--- config.mk ---
export PLATFORM = sky130hd
export DESIGN_NAME = xlat_walker
export DESIGN_NICKNAME = d
export VERILOG_FILES = /design/src/rtl/xw_pkg.sv /design/src/rtl/xw_index.sv /design/src/rtl/xw_decode.sv /design/src/rtl/xlat_walker.sv
export SDC_FILE = /design/constraint.sdc
export NUM_CORES = 1
export LEC_CHECK = 0
export ABC_AREA = 1
export BUFFER_PORTS_ARGS = -buffer_cell sky130_fd_sc_hd__buf_4
export CAP_MARGIN = 10
export CORE_ASPECT_RATIO = 1.5
export CORE_MARGIN = 4
export CORE_UTILIZATION = 40
export CTS_CLUSTER_SIZE = 40
export DETAILED_ROUTE_END_ITERATION = 7
export PLACE_DENSITY_LB_ADDON = 0.12
export RECOVER_POWER = 25
export SLEW_MARGIN = 20
export SYNTH_ARGS = -nofsm -noshare
export SYNTH_HDL_FRONTEND = slang
export SYNTH_SLANG_ARGS = --single-unit
--- constraint.sdc ---
create_clock -name clk -period 9.4 [get_ports clk]
set_input_delay 1.88 -clock clk [delete_from_list [all_inputs] [get_ports clk]]
set_output_delay 1.88 -clock clk [all_outputs]
set_load 0.005 [all_outputs]
--- src/rtl/xw_pkg.sv ---
package xw_pkg;
  typedef enum logic [1:0] {
    DT_INVALID = 2'b00,
    DT_PAGE    = 2'b01,
    DT_TABLE   = 2'b10,
    DT_RSVD    = 2'b11
  } desc_type_e;

  localparam int USED_BIT  = 3;
  localparam int MOD_BIT   = 4;
  localparam int CI_BIT    = 6;
  localparam int ALIGN_LSB = 4;  // table bases are 16-byte aligned
endpackage

--- src/rtl/xw_index.sv ---
module xw_index #(
  parameter int AW     = 32,
  parameter int IDX_W  = 4,
  parameter int LEVELS = 3,
  parameter int LVL_W  = 2
) (
  input  logic [AW-1:0]    base,
  input  logic [AW-1:0]    laddr,
  input  logic [LVL_W-1:0] level,
  output logic [AW-1:0]    entry_addr
);
  import xw_pkg::*;

  logic [IDX_W-1:0] idx_arr [LEVELS];
  logic [IDX_W-1:0] idx;

  genvar g;
  generate
    for (g = 0; g < LEVELS; g++) begin : g_idx
      assign idx_arr[g] = laddr[AW-1-g*IDX_W -: IDX_W];
    end
  endgenerate

  always_comb begin
    idx = '0;
    for (int i = 0; i < LEVELS; i++)
      if (level == LVL_W'(i)) idx = idx_arr[i];
  end

  assign entry_addr = {base[AW-1:ALIGN_LSB], {ALIGN_LSB{1'b0}}}
                    + {{(AW-IDX_W-2){1'b0}}, idx, 2'b00};
endmodule

--- src/rtl/xw_decode.sv ---
module xw_decode #(
  parameter int AW     = 32,
  parameter int IDX_W  = 4,
  parameter int LEVELS = 3,
  parameter int LVL_W  = 2
) (
  input  logic [AW-1:0]    desc,
  input  logic [AW-1:0]    laddr,
  input  logic [LVL_W-1:0] level,
  input  logic             is_write,
  output logic             is_page,
  output logic             is_table,
  output logic             is_fault,
  output logic [AW-1:0]    next_base,
  output logic [AW-1:0]    paddr,
  output logic             ci,
  output logic [AW-1:0]    new_desc,
  output logic             dirty
);
  import xw_pkg::*;

  desc_type_e       dtype;
  logic             last;
  logic [AW-1:0]    off_mask [LEVELS];
  logic [AW-1:0]    mask;

  genvar g;
  generate
    for (g = 0; g < LEVELS; g++) begin : g_mask
      assign off_mask[g] = {AW{1'b1}} >> ((g + 1) * IDX_W);
    end
  endgenerate

  always_comb begin
    mask = '0;
    for (int i = 0; i < LEVELS; i++)
      if (level == LVL_W'(i)) mask = off_mask[i];
  end

  assign dtype     = desc_type_e'(desc[1:0]);
  assign last      = (level == LVL_W'(LEVELS - 1));
  assign is_page   = (dtype == DT_PAGE);
  assign is_table  = (dtype == DT_TABLE) && !last;
  assign is_fault  = !is_page && !is_table;
  assign next_base = {desc[AW-1:ALIGN_LSB], {ALIGN_LSB{1'b0}}};
  assign paddr     = (desc & ~mask) | (laddr & mask);
  assign ci        = desc[CI_BIT];

  always_comb begin
    new_desc = desc;
    new_desc[USED_BIT] = 1'b1;
    if (is_page && is_write) new_desc[MOD_BIT] = 1'b1;
  end

  assign dirty = !is_fault && (new_desc != desc);
endmodule

--- src/rtl/xlat_walker.sv ---
module xlat_walker #(
  parameter int AW     = 32,
  parameter int IDX_W  = 4,
  parameter int LEVELS = 3
) (
  input  logic          clk,
  input  logic          rst,
  input  logic [AW-1:0] root_base,
  input  logic          req_valid,
  output logic          req_ready,
  input  logic [AW-1:0] req_laddr,
  input  logic          req_write,
  output logic          rsp_valid,
  input  logic          rsp_ready,
  output logic [AW-1:0] rsp_paddr,
  output logic          rsp_ci,
  output logic          rsp_fault,
  output logic          mem_en,
  output logic          mem_we,
  output logic [AW-1:0] mem_addr,
  output logic [AW-1:0] mem_wdata,
  input  logic [AW-1:0] mem_rdata
);
  localparam int LVL_W = (LEVELS > 1) ? $clog2(LEVELS) : 1;

  typedef enum logic [2:0] {S_IDLE, S_RD, S_WAIT, S_WB, S_STEP, S_RESP} state_e;

  state_e            state_q;
  logic [LVL_W-1:0]  level_q;
  logic [AW-1:0]     laddr_q, base_q, entry_addr, new_q, nbase_q, paddr_q;
  logic              write_q, page_q, fault_q, ci_q;

  logic              d_page, d_table, d_fault, d_ci, d_dirty;
  logic [AW-1:0]     d_nbase, d_paddr, d_new;

  xw_index #(.AW(AW), .IDX_W(IDX_W), .LEVELS(LEVELS), .LVL_W(LVL_W)) u_index (
    .base(base_q), .laddr(laddr_q), .level(level_q), .entry_addr(entry_addr)
  );

  xw_decode #(.AW(AW), .IDX_W(IDX_W), .LEVELS(LEVELS), .LVL_W(LVL_W)) u_decode (
    .desc(mem_rdata), .laddr(laddr_q), .level(level_q), .is_write(write_q),
    .is_page(d_page), .is_table(d_table), .is_fault(d_fault),
    .next_base(d_nbase), .paddr(d_paddr), .ci(d_ci),
    .new_desc(d_new), .dirty(d_dirty)
  );

  always_ff @(posedge clk) begin
    if (rst) begin
      state_q   <= S_IDLE;
      level_q   <= '0;
      laddr_q   <= '0;
      base_q    <= '0;
      write_q   <= 1'b0;
      new_q     <= '0;
      nbase_q   <= '0;
      paddr_q   <= '0;
      page_q    <= 1'b0;
      fault_q   <= 1'b0;
      ci_q      <= 1'b0;
      rsp_paddr <= '0;
      rsp_ci    <= 1'b0;
      rsp_fault <= 1'b0;
    end else begin
      case (state_q)
        S_IDLE: if (req_valid) begin
          laddr_q <= req_laddr;
          write_q <= req_write;
          base_q  <= root_base;
          level_q <= '0;
          state_q <= S_RD;
        end
        S_RD: state_q <= S_WAIT;
        S_WAIT: begin
          new_q   <= d_new;
          nbase_q <= d_nbase;
          paddr_q <= d_paddr;
          page_q  <= d_page;
          fault_q <= d_fault;
          ci_q    <= d_ci;
          state_q <= d_dirty ? S_WB : S_STEP;
        end
        S_WB: state_q <= S_STEP;
        S_STEP: begin
          if (fault_q) begin
            rsp_paddr <= '0;
            rsp_ci    <= 1'b0;
            rsp_fault <= 1'b1;
            state_q   <= S_RESP;
          end else if (page_q) begin
            rsp_paddr <= paddr_q;
            rsp_ci    <= ci_q;
            rsp_fault <= 1'b0;
            state_q   <= S_RESP;
          end else begin
            base_q  <= nbase_q;
            level_q <= level_q + 1'b1;
            state_q <= S_RD;
          end
        end
        S_RESP: if (rsp_ready) state_q <= S_IDLE;
        default: state_q <= S_IDLE;
      endcase
    end
  end

  assign req_ready = (state_q == S_IDLE);
  assign rsp_valid = (state_q == S_RESP);
  assign mem_en    = (state_q == S_RD) || (state_q == S_WB);
  assign mem_we    = (state_q == S_WB);
  assign mem_addr  = entry_addr;
  assign mem_wdata = new_q;
endmodule

==> flow_summary.json, run 1 <==
{
  "timing.critical_path.slowest_stage_cell": "sky130_fd_sc_hd__o21ai_1",
  "p_clk_frac": 0.373,
  "power.density_cell_area_nw_per_um2": 205,
  "setup_violations": 0,
  "final_max_slew_viol_count": 47,
  "layout_min_cycle_time_ns": 5.50,
  "worst_hold_path_type": "register to register",
  "grt_pass1_wl_um": 35700,
  "seq_area_frac_synth": 0.442,
  "post_synth_instance_area_um2": 7370,
  "share_comb_of_total_power": 0.193,
  "hpwl_um": 16300,
  "ys_seq_elements": 163,
  "layout.cells.most_common": "sky130_fd_sc_hd__buf_4",
  "criticalPathCategory": "register to primary output",
  "ys_async_sr_fraction": 0,
  "fin_skew_ns": 0.00923,
  "num_io_pins": 203,
  "outcome": "complete, but fails checks",
  "viasPerCell": 5.06,
  "synth.yosys.warnings": 0,
  "overflow": 0,
  "route.detailed.drc": 0,
  "dieWidth_um": 119,
  "cts_made_buffers": 17,
  "post_cts_hold_buffer_count": 0,
  "power.sequential.fraction": 0.434,
  "ys.flop_type": "sky130_fd_sc_hd__dfxtp_1",
  "cpLargestDelayFamily": "compound AO/OA/AOI/OAI gates",
  "fp.dieArea_um2": 20700,
  "tritoncts": "yes",
  "critical_path_source_type": "register",
  "grt_max_degree": 109,
  "gpl.final_weighted_congestion": 0.858,
  "yosysUniqueCellTypes": 37,
  "die_height_um": 174,
  "post_cts_resize_count": 0,
  "grt_util_all_layers": 0.217,
  "detail-route-antenna-nets": 0,
  "internal_power_uw": 1330,
  "period_share": 0.585,
  "placement_rows": 60,
  "grt_setup_unrepaired": "no",
  "initial_core_util": 0.409,
  "detailroute.wirelength.met3_um": 1100,
  "wirelength_um": 22600,
  "root_buffer": "sky130_fd_sc_hd__clkbuf_16",
  "violations": "max-capacitance violations, max-slew violations",
  "fin_hold_viols": 0,
  "power_switching_share": 0.299,
  "vias_in_the_first_global_route": 6540,
  "cts.htree.levels": 4,
  "worstPathArrival_ns": 3.62,
  "detailroute.via_count": 6809,
  "psw_uw": 567,
  "drt_first_pass_iters": 5,
  "max_slew.worst_pin.slew_ns": 2.32,
  "finish.net_count": 1225,
  "antennaDiodeCount": 0,
  "ir_worst_vdd_mv": 0.114,
  "clock_sinks": 163,
  "max-slew-margin-rel": -0.546,
  "crit_top_cell": "sky130_fd_sc_hd__nand2_1",
  "ctsLongestPathBuffers": 2,
  "cts.reportedPaths.clkPinSlew_ns": 0.07,
  "highest_layer": "met4",
  "io_buffer_count": 196,
  "core-area_um2": 18000,
  "max_stage_delay_ns": 0.65,
  "setup.worst_path.end_class": "primary output",
  "worstPathCellList": "inv_1, ha_1, o21ai_1, o22ai_1, ha_1, a21o_1, nand2_1, nor2_1, nand4_1, nand2_1, nand2_1, buf_4",
  "worstSkewPairLatency_ns": 0.42,
  "first_iter_violations": 371,
  "pleak_uw": 0.00416,
  "detail_route.wirelength.met1_um": 9730,
  "maxCapViolCount": 1,
  "antenna_violations_before_repair": 0,
  "wl_per_cell_um": 16.8,
  "commonest_non_fill_non_tap_cells_in_the_layout": "sky130_fd_sc_hd__buf_4 (180), sky130_fd_sc_hd__dfxtp_1 (163), sky130_fd_sc_hd__nand2_1 (153)",
  "final_core_utilization": 0.513,
  "synthesis.area_per_instance_um2": 7.49,
  "post_route_cells_drive_above_1_share": 0.219,
  "synth_enable_flop_cells": 0,
  "met2_wirelength_um": 11300,
  "fin_setup_tns_ns": 0,
  "cp.buffers_inverters": 2,
  "worst_ep_required_time_ns": 7.52,
  "cts.repair_timing.setup_buffer_count": 0,
  "flow.area_growth_from_synthesis_pct": 25.4,
  "netlist_instances": 984,
  "timing.fmax_ghz": 0.182,
  "critical_path_peak_fanout": 12,
  "timing.reg2reg.setup_slack_ns": 6.43
}
[through the flow]
stage,power [uW],std cells,worst slack [ns],hold WS (ns),area [um2]
finish,1900,1346,3.90,0.453,9250
floorplan,1060,985,5.12,0.430,7380
global route,2000,1346,3.48,0.463,9250
CTS,1920,1346,3.87,0.454,9270
detailed placement,1210,1314,4.33,0.444,8660
global placement,1200,1314,4.37,0.441,8660
[final cells by class]
| cell class | instances | area [um2] |
|---|---|---|
| multi-input combinational | 658 | 3340 |
| timing repair buffer | 201 | 1490 |
| sequential | 163 | 3260 |
| clock inverter | 14 | 164 |
| clock buffer | 18 | 439 |
| inverter | 75 | 283 |
| fill | 1864 | 8770 |
| tap | 217 | 272 |
[logic make-up after synthesis]
kind of cell	after synthesis	share of synthesized area
simple gates	362	0.209
compound gates	267	0.205
buf+inv	164	0.105
fa+ha+maj	8	0.0146
flops	163	0.442
other cells	1	0.000509
xor+xnor	19	0.0226
[power by group through the flow]
stage	clock [uW]	combinational [uW]	sequential [uW]
2_1_floorplan	0	244	818
3_3_place_gp	0	366	839
3_5_place_dp	0	371	839
4_1_cts	724	373	824
5_1_grt	753	414	833
6_report	707	367	824
[cells in the mapped netlist (3+ instances only)]
master	number	area (um2)
sky130_fd_sc_hd__a211oi_1	3	22.5
sky130_fd_sc_hd__a21oi_1	117	586
sky130_fd_sc_hd__a22oi_1	25	188
sky130_fd_sc_hd__buf_2	27	135
sky130_fd_sc_hd__buf_4	30	225
sky130_fd_sc_hd__clkbuf_1	28	105
sky130_fd_sc_hd__dfxtp_1	163	3260
sky130_fd_sc_hd__ha_1	7	87.6
sky130_fd_sc_hd__inv_1	68	255
sky130_fd_sc_hd__inv_2	6	22.5
sky130_fd_sc_hd__nand2_1	153	574
sky130_fd_sc_hd__nand2_2	3	18.8
sky130_fd_sc_hd__nand3_1	44	220
sky130_fd_sc_hd__nand3b_1	6	45.0
sky130_fd_sc_hd__nand4_1	6	37.5
sky130_fd_sc_hd__nor2_1	127	477
sky130_fd_sc_hd__nor3_1	14	70.1
sky130_fd_sc_hd__o211a_1	18	180
sky130_fd_sc_hd__o211ai_1	4	30.0
sky130_fd_sc_hd__o21ai_0	92	460
sky130_fd_sc_hd__o21ai_1	3	15.0
sky130_fd_sc_hd__o22ai_1	4	25.0
sky130_fd_sc_hd__xnor2_1	6	52.6
sky130_fd_sc_hd__xor2_1	13	114
[tightest hold or removal path, stage by stage (launching register included)]
cell	delay [ns]
sky130_fd_sc_hd__dfxtp_1	0.30
sky130_fd_sc_hd__inv_1	0.06
sky130_fd_sc_hd__a21oi_1	0.05
[flip-flops by register name, summed over array words and instances (netlist names), 2 cells and up]
name and flops:
laddr_q 32, base_q 28, nbase_q 2, rsp_paddr 32, level_q 2, paddr_q 28, mem_wdata 31, state_q 3
[metal layers]
| metal | track usage | vias up |
|---|---|---|
| met4 | 0.0686 | 0 |
| met5 | 0 | - |
| met2 | 0.372 | 187 |
| met3 | 0.0482 | 25 |
| li1 | - | 3501 |
| met1 | 0.269 | 3096 |
[worst paths after layout]
kind | depth (start not counted) | end | from
setup / recovery | 12 | mem_addr[29] | level_q[1]
hold / removal | 2 | laddr_q[10] | laddr_q[10]
setup reg to reg | 8 | level_q[0] | state_q[2]
hold reg to reg | 2 | laddr_q[10] | laddr_q[10]
Note: power is estimated with default switching activity, not from simulation.
==> run 2, diff against run 1 <==
- clock period: 9.4 -> 4.4 ns (I/O delays scaled with it)
==> flow_summary.json, run 2 (synthesized netlist as in run 1, its figures left out) <==
{
  "wl_per_cell_um": 16.9,
  "violations": "max-capacitance violations, max-slew violations",
  "timing.reg2reg.setup_slack_ns": 1.54,
  "hold_path_depth": 2,
  "ir_worst_vdd_mv": 0.204,
  "commonest_non_fill_non_tap_cells_in_the_layout": "sky130_fd_sc_hd__dfxtp_1 (163), sky130_fd_sc_hd__buf_4 (159), sky130_fd_sc_hd__nand2_1 (153)",
  "layout.cells.most_common": "sky130_fd_sc_hd__dfxtp_1",
  "core-area_um2": 18000,
  "fin_hold_viols": 0,
  "initial_core_util": 0.409,
  "vias_in_the_first_global_route": 6585,
  "setup_violations": 0,
  "worstReg2RegStart": "state_q[2]",
  "antenna_violations_before_repair": 1,
  "finish.net_count": 1226,
  "first_iter_violations": 437,
  "worst_hold_path_type": "register to register",
  "whs_endpoint": "laddr_q[18]",
  "layout_min_cycle_time_ns": 4.16,
  "fin_total_pwr_uw": 4050,
  "final_core_utilization": 0.513,
  "min-delay-start": "laddr_q[18]",
  "final_max_slew_viol_count": 47,
  "fin_skew_ns": 0.00840,
  "grt_setup_unrepaired": "no",
  "detail-route-antenna-nets": 0,
  "dieWidth_um": 119,
  "num_io_pins": 203,
  "outcome": "complete, but fails checks",
  "grt_util_all_layers": 0.217,
  "grt_max_degree": 75,
  "period_share": 0.946,
  "maxCapViolCount": 1,
  "worstPathArrival_ns": 3.28,
  "worstSkewPairLatency_ns": 0.42,
  "max_slew.worst_pin.slew_ns": 2.30,
  "post_route_cells_drive_above_1_share": 0.216,
  "criticalPathCategory": "register to primary output",
  "placement_rows": 60,
  "cts.repair_timing.setup_buffer_count": 0,
  "cts.htree.levels": 4,
  "power.density_cell_area_nw_per_um2": 438,
  "timing.fmax_ghz": 0.240,
  "reg2reg_to": "base_q[12]",
  "critical_path_source_type": "register",
  "clock_sinks": 163,
  "cts_made_buffers": 17,
  "route.detailed.drc": 0,
  "viasPerCell": 5.04,
  "flow.area_growth_from_synthesis_pct": 25.4,
  "critical_path_peak_fanout": 12,
  "hpwl_um": 16500,
  "drt_first_pass_iters": 5,
  "detailroute.via_count": 6785,
  "gpl.final_weighted_congestion": 0.897,
  "ctsLongestPathBuffers": 2,
  "fin_setup_tns_ns": 0,
  "fp.dieArea_um2": 20700,
  "die_height_um": 174,
  "max-slew-margin-rel": -0.536,
  "pleak_uw": 0.00413,
  "tritoncts": "yes",
  "fillCellCount": 1842,
  "worstRegToRegCells": 8,
  "wirelength_um": 22800,
  "grt_pass1_wl_um": 35900,
  "root_buffer": "sky130_fd_sc_hd__clkbuf_16",
  "io_buffer_count": 196,
  "setup.worst_path.end_class": "primary output",
  "cts.reportedPaths.clkPinSlew_ns": 0.06,
  "overflow": 0,
  "worst_ep_required_time_ns": 3.52
}
## run 2: changes by cell type in the layout (fill, tap and decap cells not counted), sizes merged
| cell | before | now |
|---|---|---|
| buf | 180 | 159 |
| clkinv | 3 | 6 |
| inv | 82 | 78 |
| diode | 0 | 1 |
| clkbuf | 39 | 61 |
## run 2: final cells by class
class,instances,area (um2),area share
timing repair buffer,202,1480,0.160
antenna,1,2.50,0.000271
inverter,75,283,0.0306
sequential,163,3260,0.353
multi-input combinational,658,3360,0.363
clock buffer,18,439,0.0475
tap,217,272,0.0294
clock inverter,13,150,0.0162
## run 2: timing repair
action	CTS	global route
endpoints found under the setup margin	5	2
hold buffers	0	0
gates resized for setup	1	3
## run 2: report_power, final
| part | total, uW | internal [uW] | switching [uW] |
|---|---|---|---|
| combinational | 792 | 343 | 448 |
| clock | 1490 | 859 | 634 |
| sequential | 1760 | 1630 | 131 |
## run 2: how the worst max path moves through the flow
stage               startpoint           end  slack [ns]  cells past startpoint
floorplan           level_q[1]  mem_addr[16]        1.12                     13
global placement    level_q[0]  mem_addr[24]        0.49                     15
detailed placement  level_q[0]  mem_addr[24]        0.40                     15
CTS                 level_q[0]  mem_addr[24]        0.11                     15
global route        level_q[0]  mem_addr[24]        0.02                     14
finish              level_q[0]  mem_addr[28]        0.24                     12
## run 2: metrics by stage
step           hold slack (ns)  instance area, um2  cells  worst slack, ns
4_1_cts                  0.455                9270   1346            0.105
6_report                 0.452                9250   1347            0.236
3_5_place_dp             0.445                8670   1315            0.401
5_1_grt                  0.471                9250   1347           0.0158
2_1_floorplan            0.430                7380    985             1.12
3_3_place_gp             0.439                8670   1315            0.485
## run 2: layer usage
layer / vias up / GRT usage / part of all wire
li1: 3499 / - / -
met1: 3054 / 0.266 / 0.43
met3: 31 / 0.0479 / 0.052
met2: 201 / 0.367 / 0.49
met5: - / 0 / 0
met4: 0 / 0.0884 / 0.026
## run 2: critical path, stage by stage (launching register included)
cell and delay, ns:
sky130_fd_sc_hd__dfxtp_1 0.38, sky130_fd_sc_hd__inv_1 0.11, sky130_fd_sc_hd__ha_1 0.20, sky130_fd_sc_hd__inv_1 0.23, sky130_fd_sc_hd__o21ai_4 0.18, sky130_fd_sc_hd__o22ai_1 0.35, sky130_fd_sc_hd__fa_1 0.34, sky130_fd_sc_hd__nand3_1 0.21
sky130_fd_sc_hd__nor3_1 0.49, sky130_fd_sc_hd__nand2_1 0.11, sky130_fd_sc_hd__nand2_1 0.07, sky130_fd_sc_hd__nand2_1 0.05, sky130_fd_sc_hd__buf_4 0.13
